File: src/rtl/vlc_sec_pkg.sv
package vlc_sec_pkg;
  localparam int NSYM  = 16;
  localparam int SYMW  = $clog2(NSYM);
  localparam int RANKW = $clog2(NSYM);
  localparam int W     = 8;
  localparam int LENW  = 4;
  localparam int PADZ  = 2;
  localparam int SW    = W - PADZ;
  localparam int NSEC  = 6;
  localparam int MULT  = 7;
  localparam int OFFS  = 3;

  typedef struct packed {
    logic [SW-1:0]    cw;
    logic [LENW-1:0]  len;
    logic [RANKW-1:0] rank;
  } sec_ent_t;

  function automatic logic [RANKW-1:0] sym_rank(input int s);
    return RANKW'((MULT * s + OFFS) % NSYM);
  endfunction

  function automatic sec_ent_t sec_entry(input int idx);
    sec_ent_t e;
    case (idx)
      0:       e = '{cw: 6'h00, len: 4'd2, rank: 4'd0};
      1:       e = '{cw: 6'h10, len: 4'd3, rank: 4'd1};
      2:       e = '{cw: 6'h20, len: 4'd4, rank: 4'd3};
      3:       e = '{cw: 6'h2C, len: 4'd5, rank: 4'd6};
      4:       e = '{cw: 6'h32, len: 4'd5, rank: 4'd8};
      default: e = '{cw: 6'h36, len: 4'd6, rank: 4'd10};
    endcase
    return e;
  endfunction
endpackage

File: src/rtl/vlc_rank_rom.sv
module vlc_rank_rom
  import vlc_sec_pkg::*;
(
  input  logic             clk,
  input  logic             rst_n,
  input  logic             en,
  input  logic             in_vld,
  input  logic [SYMW-1:0]  sym,
  output logic             s1_vld,
  output logic [RANKW-1:0] s1_rank
);
  logic [RANKW-1:0] tbl [NSYM];

  for (genvar g = 0; g < NSYM; g++) begin : g_tbl
    assign tbl[g] = sym_rank(g);
  end

  always_ff @(posedge clk or negedge rst_n) begin
    if (!rst_n) begin
      s1_vld  <= 1'b0;
      s1_rank <= '0;
    end else if (en) begin
      s1_vld  <= in_vld;
      s1_rank <= tbl[sym];
    end
  end

  AST_RANK_HELD: assert property (@(posedge clk) disable iff (!rst_n)
    !en |=> $stable(s1_rank) && $stable(s1_vld));
endmodule

File: src/rtl/vlc_sec_map.sv
module vlc_sec_map
  import vlc_sec_pkg::*;
(
  input  logic             clk,
  input  logic             rst_n,
  input  logic             en,
  input  logic             in_vld,
  input  logic [RANKW-1:0] rank,
  output logic             s2_vld,
  output logic [RANKW-1:0] s2_diff,
  output logic [LENW-1:0]  s2_shamt,
  output logic [SW-1:0]    s2_cw,
  output logic [LENW-1:0]  s2_len
);
  logic [NSEC-1:0] hit;
  sec_ent_t        sel;

  for (genvar i = 0; i < NSEC; i++) begin : g_hit
    localparam sec_ent_t E = sec_entry(i);
    if (i == 0) begin : g_first
      localparam sec_ent_t N = sec_entry(i + 1);
      assign hit[i] = (rank < N.rank);
    end else if (i == NSEC - 1) begin : g_last
      assign hit[i] = (rank >= E.rank);
    end else begin : g_mid
      localparam sec_ent_t N = sec_entry(i + 1);
      assign hit[i] = (rank >= E.rank) && (rank < N.rank);
    end
  end

  always_comb begin
    sel = '0;
    for (int i = 0; i < NSEC; i++) begin
      if (hit[i]) sel = sel | sec_entry(i);
    end
  end

  always_ff @(posedge clk or negedge rst_n) begin
    if (!rst_n) begin
      s2_vld   <= 1'b0;
      s2_diff  <= '0;
      s2_shamt <= '0;
      s2_cw    <= '0;
      s2_len   <= '0;
    end else if (en) begin
      s2_vld   <= in_vld;
      s2_diff  <= rank - sel.rank;
      s2_shamt <= LENW'(W) - sel.len;
      s2_cw    <= sel.cw;
      s2_len   <= sel.len;
    end
  end

  AST_ONE_SECTION: assert property (@(posedge clk) disable iff (!rst_n)
    in_vld |-> $onehot(hit));
endmodule

File: src/rtl/vlc_cgen.sv
module vlc_cgen
  import vlc_sec_pkg::*;
(
  input  logic             clk,
  input  logic             rst_n,
  input  logic             en,
  input  logic             in_vld,
  input  logic [RANKW-1:0] diff,
  input  logic [LENW-1:0]  shamt,
  input  logic [SW-1:0]    cw,
  input  logic [LENW-1:0]  len,
  output logic             o_vld,
  output logic [W-1:0]     o_code,
  output logic [LENW-1:0]  o_len
);
  logic [W-1:0] base;
  logic [W-1:0] offs;
  logic [W-1:0] sum;

  if (PADZ > 0) begin : g_pad
    assign base = {cw, {PADZ{1'b0}}};
  end else begin : g_nopad
    assign base = W'(cw);
  end

  assign offs = W'(diff) << shamt;
  assign sum  = base + offs;

  always_ff @(posedge clk or negedge rst_n) begin
    if (!rst_n) begin
      o_vld  <= 1'b0;
      o_code <= '0;
      o_len  <= '0;
    end else if (en) begin
      o_vld  <= in_vld;
      o_code <= sum;
      o_len  <= len;
    end
  end

  AST_DIFF_FITS: assert property (@(posedge clk) disable iff (!rst_n)
    in_vld |-> ((W'(diff) >> len) == '0));
endmodule

File: src/rtl/vlc_sec_enc.sv
module vlc_sec_enc
  import vlc_sec_pkg::*;
(
  input  logic            clk,
  input  logic            rst_n,
  input  logic            in_valid,
  output logic            in_ready,
  input  logic [SYMW-1:0] in_sym,
  output logic            out_valid,
  input  logic            out_ready,
  output logic [W-1:0]    out_code,
  output logic [LENW-1:0] out_len
);
  logic             adv;
  logic             s1_vld, s2_vld;
  logic [RANKW-1:0] s1_rank, s2_diff;
  logic [LENW-1:0]  s2_shamt, s2_len;
  logic [SW-1:0]    s2_cw;

  assign adv      = !out_valid || out_ready;
  assign in_ready = adv;

  vlc_rank_rom u_rank (
    .clk(clk), .rst_n(rst_n), .en(adv), .in_vld(in_valid), .sym(in_sym),
    .s1_vld(s1_vld), .s1_rank(s1_rank)
  );

  vlc_sec_map u_map (
    .clk(clk), .rst_n(rst_n), .en(adv), .in_vld(s1_vld), .rank(s1_rank),
    .s2_vld(s2_vld), .s2_diff(s2_diff), .s2_shamt(s2_shamt),
    .s2_cw(s2_cw), .s2_len(s2_len)
  );

  vlc_cgen u_cgen (
    .clk(clk), .rst_n(rst_n), .en(adv), .in_vld(s2_vld), .diff(s2_diff),
    .shamt(s2_shamt), .cw(s2_cw), .len(s2_len),
    .o_vld(out_valid), .o_code(out_code), .o_len(out_len)
  );

  AST_HOLD_STALL: assert property (@(posedge clk) disable iff (!rst_n)
    out_valid && !out_ready |=> out_valid && $stable(out_code) && $stable(out_len));
  AST_NO_TAKE_STALL: assert property (@(posedge clk) disable iff (!rst_n)
    !in_ready |-> out_valid && !out_ready);
  AST_LEN_RANGE: assert property (@(posedge clk) disable iff (!rst_n)
    out_valid |-> out_len >= 4'd2 && out_len <= 4'd6);
  AST_PAD_ZERO: assert property (@(posedge clk) disable iff (!rst_n)
    out_valid |-> (W'(out_code << out_len) == '0));
  AST_NO_GAP_CODE: assert property (@(posedge clk) disable iff (!rst_n)
    out_valid |-> !(out_len == 4'd5 && out_code[W-1 -: 5] == 5'b11000));
endmodule

File: config.mk
export PLATFORM = sky130hd
export DESIGN_NAME = vlc_sec_enc
export DESIGN_NICKNAME = d
export VERILOG_FILES = /design/src/rtl/vlc_sec_pkg.sv /design/src/rtl/vlc_rank_rom.sv /design/src/rtl/vlc_sec_map.sv /design/src/rtl/vlc_cgen.sv /design/src/rtl/vlc_sec_enc.sv
export SDC_FILE = /design/constraint.sdc
export NUM_CORES = 1
export LEC_CHECK = 0
export BUFFER_PORTS_ARGS = -buffer_cell sky130_fd_sc_hd__buf_4
export CAP_MARGIN = 0
export CORE_ASPECT_RATIO = 0.7
export CORE_MARGIN = 2
export CORE_UTILIZATION = 50
export CTS_CLUSTER_SIZE = 28
export DETAILED_ROUTE_END_ITERATION = 12
export PLACE_DENSITY = 0.81
export REMOVE_ABC_BUFFERS = 1
export SETUP_SLACK_MARGIN = 0.2
export SYNTH_ARGS = -nofsm -noshare
export SYNTH_HDL_FRONTEND = slang
export SYNTH_SLANG_ARGS = --single-unit
File: constraint.sdc
create_clock -name clk -period 6.25 [get_ports clk]
set_clock_uncertainty 0.15 [all_clocks]
set_input_delay 0.3125 -clock clk [delete_from_list [all_inputs] [get_ports clk]]
set_output_delay 0.3125 -clock clk [all_outputs]
set_load 0.01 [all_outputs]
### Word level (Yosys, flattened, before mapping)

Memory sizes are Yosys's and may differ from the RTL's. A register that Yosys moved wholly into a read port is not among the register bits.
Index checks and enable logic that the tools add are counted.

* $add $sub $neg: 3
* $lt $le $gt $ge: 10
* shift operators: 1
* mux-type cells: 11
* bitwise logic cells: 6
* reductions and logical operators: 7

Operators with widths (count)
* $mux W14: 10
* $or A14 B14 Y14: 5
* $add A8 B8 Y8: 1
* $ge A4 B4 Y1 const B: 2
* $lt A4 B4 Y1 const B: 2
* $shl A4 B4 Y8: 1
* $mux W6: 1
* $not A4 Y5: 1
* $ge A4 B1 Y1 const B: 1
* $ge A4 B2 Y1 const B: 1
* $ge A4 B3 Y1 const B: 1
* $logic_and A1 B1 Y1: 4
* $lt A4 B1 Y1 const B: 1
* $lt A4 B2 Y1 const B: 1
* $lt A4 B3 Y1 const B: 1
* $sub A4 B4 Y4: 1
* $sub A4 B4 Y4 const A: 1
* $logic_not A1 Y1: 2
* $logic_or A1 B1 Y1: 1

* register bits after elaboration: 33
* ROM bits: 64
* bits of input ports: 8
* output and inout port bits: 14
* memories kept: 1

Memories
* (name not given): depth 16, width 4, read ports 1, clocked after Yosys merged registers in 1, write ports 0, RTL line vlc_rank_rom.sv:24 `s1_rank <= tbl[sym];`

### Longest topological paths before layout

* depth after elaboration: 14
* gate-level depth with buffers: 11
* gate-level depth less buffers: 10

### By module

A second synthesis with hierarchy kept.

* cells, all modules: 182
* area total of the unflattened synthesis: 1975.6 um^2

Modules (own cells, without submodules)
* vlc_cgen: instances 1, cells an instance 81, area each 879.6 um^2
* vlc_sec_map: instances 1, cells an instance 80, area each 847.1 um^2
* vlc_rank_rom: instances 1, cells an instance 20, area each 242.7 um^2
* vlc_sec_enc: instances 1, cells an instance 1, area each 6.3 um^2

### Worst setup path before layout

Ideal clock, no wire load.

* path type: register to register
* start: register u_map.s2_shamt[0]
* end: register u_cgen.o_code[7]
* library setup time: 0.076 ns
* arrival time: 2.433 ns
* slack: 3.591 ns
* stages on the path, launching flop included: 12
* cells stage by stage: dfrtp_1 -> buf_6 -> mux2_4 -> nor2_1 -> a2111oi_1 -> ha_1 -> inv_1 -> fa_1 -> nand2b_1 -> o2bb2ai_1 -> xnor3_1 -> o21ai_1

* word-level cells in the longest chain between the ends: 2

Ends and longest elaborated chain
* start, declared: RTL line vlc_sec_map.sv:11 `output logic [LENW-1:0] s2_shamt,`
* start signal, assigned: RTL line vlc_sec_map.sv:48 `s2_shamt <= LENW'(W) - sel.len;`
* $shl A4 B4 Y8: RTL line vlc_cgen.sv:26 `assign offs = W'(diff) << shamt;`
* $add A8 B8 Y8: RTL line vlc_cgen.sv:27 `assign sum = base + offs;`
* end signal, assigned: RTL line vlc_cgen.sv:36 `o_code <= sum;`
* end, declared: RTL line vlc_cgen.sv:13 `output logic [W-1:0] o_code,`

Every way passes these cells.
A chain may end at the register's enable or synchronous reset.

### Worst setup path after layout

Ends and elaborated chain as after synthesis.

==> impl_metrics.csv <==
group,metric,value,unit
clock_tree,clockBufferDepth,2,
logic_synthesis,synth_top_cell_by_area,"dfrtp_1",
clock_tree,cts_sinks,32,
logic_synthesis,yosys.area.top_type_share,45.07,%
place,gp_congestion,0.8655,
timing,maxSlewViolCount,0,
detailed_routing,drt-wirelength-per-cell,12.30,µm
power,power_density,515.8,nW/µm²
min_path,hold_class,"input pin to flop",
setup_path,cpMaxStageDelayCell,"dfrtp_1",
floorplan,die_height,53.88,µm
timing,hold_viol,0,
layout,drive_gt1_share,18.05,%
setup_path,crit_required,6.32,ns
timing,rsz0062_at_grt,"no",
setup_path,startpoint_type,"flop",
timing,setup_viol,0,
detailed_routing,routed_wl,3136,µm
setup_path,cpPeakStageDelay,0.55,ns
detailed_routing,drc,0,
setup_path,path_max_fanout,8,
setup_path,setup.worst_path.class,"flop to flop",
detailed_routing,first_iter_violations,46,
layout,fillers,335,
clock_tree,clk_pin_slew,0.06,ns
logic_synthesis,ys_types,42,
place,dpl.hpwl,2217,µm
logic_synthesis,async_reset_ff_share,100.0,%
timing,tns,0,ns
layout,synthToLayoutAreaGrowth,14.58,%
logic_synthesis,synth-edff-count,0,
power,p_leak,0.9875,nW
place,port_buffers,20,
grt,antenna_found_initial,0,
logic_synthesis,synthTopCellsByArea,"dfrtp_1 45%, nand2_1 7.8%, ha_1 7.0%",
grt,grt_start_max_net_pins,35,
setup_path,path_cells,"mux2_4, nor2_1, a2111oi_1, ha_1, inv_1, fa_1, nand2b_1, o2bb2ai_1, xnor3_1, o21ai_1",
clock_tree,cts-root-buf,"clkbuf_8",
clock_tree,clkLatencyLatePin,0.29,ns
timing,whs,0.03735,ns
layout,fin_nets,224,
floorplan,io-pin-count,22,
status,outcome,"complete, no violations",
detailed_routing,drt-vias-per-instance,5.020,
setup_path,crit_family,"compound AO/OA/AOI/OAI gates",
setup_path,path_buf_inv,1,
logic_synthesis,ys_seq_area_share,45.07,%
detailed_routing,firstDrtPassIters,4,
power,peakVddDrop,0.2376,mV
detailed_routing,vias,1280,
floorplan,fp.dieW,75.25,µm
grt,grt_pass1_wl,5444,µm
setup_path,arrival,2.96,ns
floorplan,start_util,51.23,%
detailed_routing,ant_nets,0,
logic_synthesis,synth-seq-cells,32,
timing,min_period,2.885,ns
grt,overflow,0,
logic_synthesis,syn_inst,189,
timing,fin_crit_sh,46.16,%
logic_synthesis,yosysWarnings,0,
grt,track_usage,18.75,%
floorplan,core_area,3468,µm²
timing,max_freq,0.3466,GHz
job,maxCapViolCount,0,
clock_tree,cts_made_buffers,5,
clock_tree,cts_setup_buffers,0,
clock_tree,cts_tree,"yes",
floorplan,dieArea,4054,µm²
setup_path,endpoint_kind,"flop",
layout,multi_input_area,878.3,µm²
logic_synthesis,syn-cell-area,1777,µm²
grt,grt_pass1_vias,1173,
layout,n_antenna_cell,0,
floorplan,fp-row-count,18,
layout,seqCellArea,800.8,µm²
logic_synthesis,syn_avg_cell_area,9.401,µm²
logic_synthesis,ys.flop_type,"dfrtp_1",
clock_tree,cts.htree.levels,2,
==> cells in the mapped netlist (all sizes together), types with 2 or more instances <==
| library cell | number |
|---|---|
| nand2 | 37 |
| dfrtp | 32 |
| nor2 | 15 |
| a21oi | 13 |
| o21ai | 11 |
| clkbuf | 10 |
| ha | 10 |
| inv | 9 |
| nand2b | 5 |
| nor2b | 5 |
| buf | 4 |
| xor2 | 4 |
| a21o | 3 |
| mux2i | 3 |
| o31ai | 3 |
| a211oi | 2 |
| fa | 2 |
| mux2 | 2 |
| or3 | 2 |
| xnor2 | 2 |
==> worst register-to-register path: cells and delay by family (launching register included) <==
family                     cells  cell delay (ns)
buffers and inverters          1             0.05
muxes                          1             0.24
DFF                            1             0.55
AOI/OAI and AO/OA              3             0.66
adders and majority gates      2             0.63
xor gates and xnor gates       1             0.33
and+or+nand+nor                2             0.21
==> state kept, by name, summed over array words and instances (netlist names) <==
signal          cells
u_map.s2_cw         4
u_rank.s1_rank      4
u_cgen.o_vld        1
u_map.s2_len        2
u_rank.s1_vld       1
u_cgen.o_code       8
u_map.s2_diff       4
u_map.s2_vld        1
u_map.s2_shamt      4
u_cgen.o_len        3
==> stage by stage <==
stage / instances / instance area, µm² / util [%] / setup slack [ns] / power [W]
CTS: 255 / 2036 / 58.69 / 3.363 / 0.001057
finish: 255 / 2036 / 58.69 / 3.365 / 0.001050
global placement: 246 / 1933 / 55.74 / 3.474 / 0.0008754
detailed placement: 246 / 1933 / 55.74 / 3.389 / 0.0008879
floorplan: 175 / 1710 / - / 3.565 / 0.0007299
global route: 255 / 2036 / 58.69 / 3.138 / 0.001148
==> area by class of cell <==
type	instances	area share, %
clock buffer	6	4.057
inverter	9	1.659
sequential	32	39.34
tap	50	3.073
clock inverter	2	0.4917
multi-input combinational	134	43.15
timing repair buffer	22	8.236
==> logic make-up (layout without fill, tap and decap cells) <==
group,after synthesis,count (layout),synth area share [%]
and+or+nand+nor,69,69,17.04
xor gates and xnor gates,7,7,4.225
buffers and inverters,23,39,5.634
other,1,1,0.2111
DFF,32,32,45.07
muxes,5,5,3.873
AOI/OAI and AO/OA,39,39,14.08
adders and majority gates,13,13,9.859
==> path summary, 6_finish.rpt <==
| kind | start | endpoint | slack, ns | depth (start not counted) |
|---|---|---|---|---|
| hold reg to reg | u_rank.s1_vld | u_rank.s1_vld | 0.32 | 2 |
| setup / recovery | u_map.s2_shamt[0] | u_cgen.o_code[7] | 3.36 | 10 |
| setup reg to reg | u_map.s2_shamt[0] | u_cgen.o_code[7] | 3.36 | 10 |
| min in group asynchronous | rst_n | u_map.s2_cw[2] | 0.34 | 2 |
| max in group asynchronous | rst_n | u_rank.s1_rank[3] | 5.32 | 2 |
| hold / removal | in_sym[1] | u_rank.s1_rank[1] | 0.04 | 2 |
==> layer usage <==
| layer | up-vias | GRT usage (%) | share of wire (%) |
|---|---|---|---|
| met5 | - | 0 | 0 |
| met4 | 0 | 5.263 | 1.1 |
| met3 | 6 | 7.865 | 6.8 |
| met2 | 30 | 27.34 | 41 |
| met1 | 587 | 25.74 | 51 |
| li1 | 657 | - | - |
==> timing repair <==
action / in CTS / in global routing
hold buffers: 1 / 0
gates resized for setup: 0 / 0
hold endpoints to repair: 32 / 0
==> cells in the final DEF (no fill, tap or decap), types with 2 or more instances in the layout <==
cell type  count
nand2_1       37
dfrtp_1       32
buf_4         21
nor2_1        15
a21oi_1       13
ha_1          10
inv_1          8
o21ai_0        8
clkbuf_8       6
nand2b_1       5
nor2b_1        4
xor2_1         4
a21o_1         3
o31ai_1        3
o21ai_1        3
or3_1          2
mux2i_1        2
xnor2_1        2
fa_1           2
clkinv_2       2
==> where the power goes <==
group	switching, W	total (W)	internal (W)
Clock	0.0000789	0.000167	0.0000877
Sequential	0.0000897	0.000386	0.000296
Combinational	0.000242	0.000497	0.000255
Power figures use the tool's default switching activity.
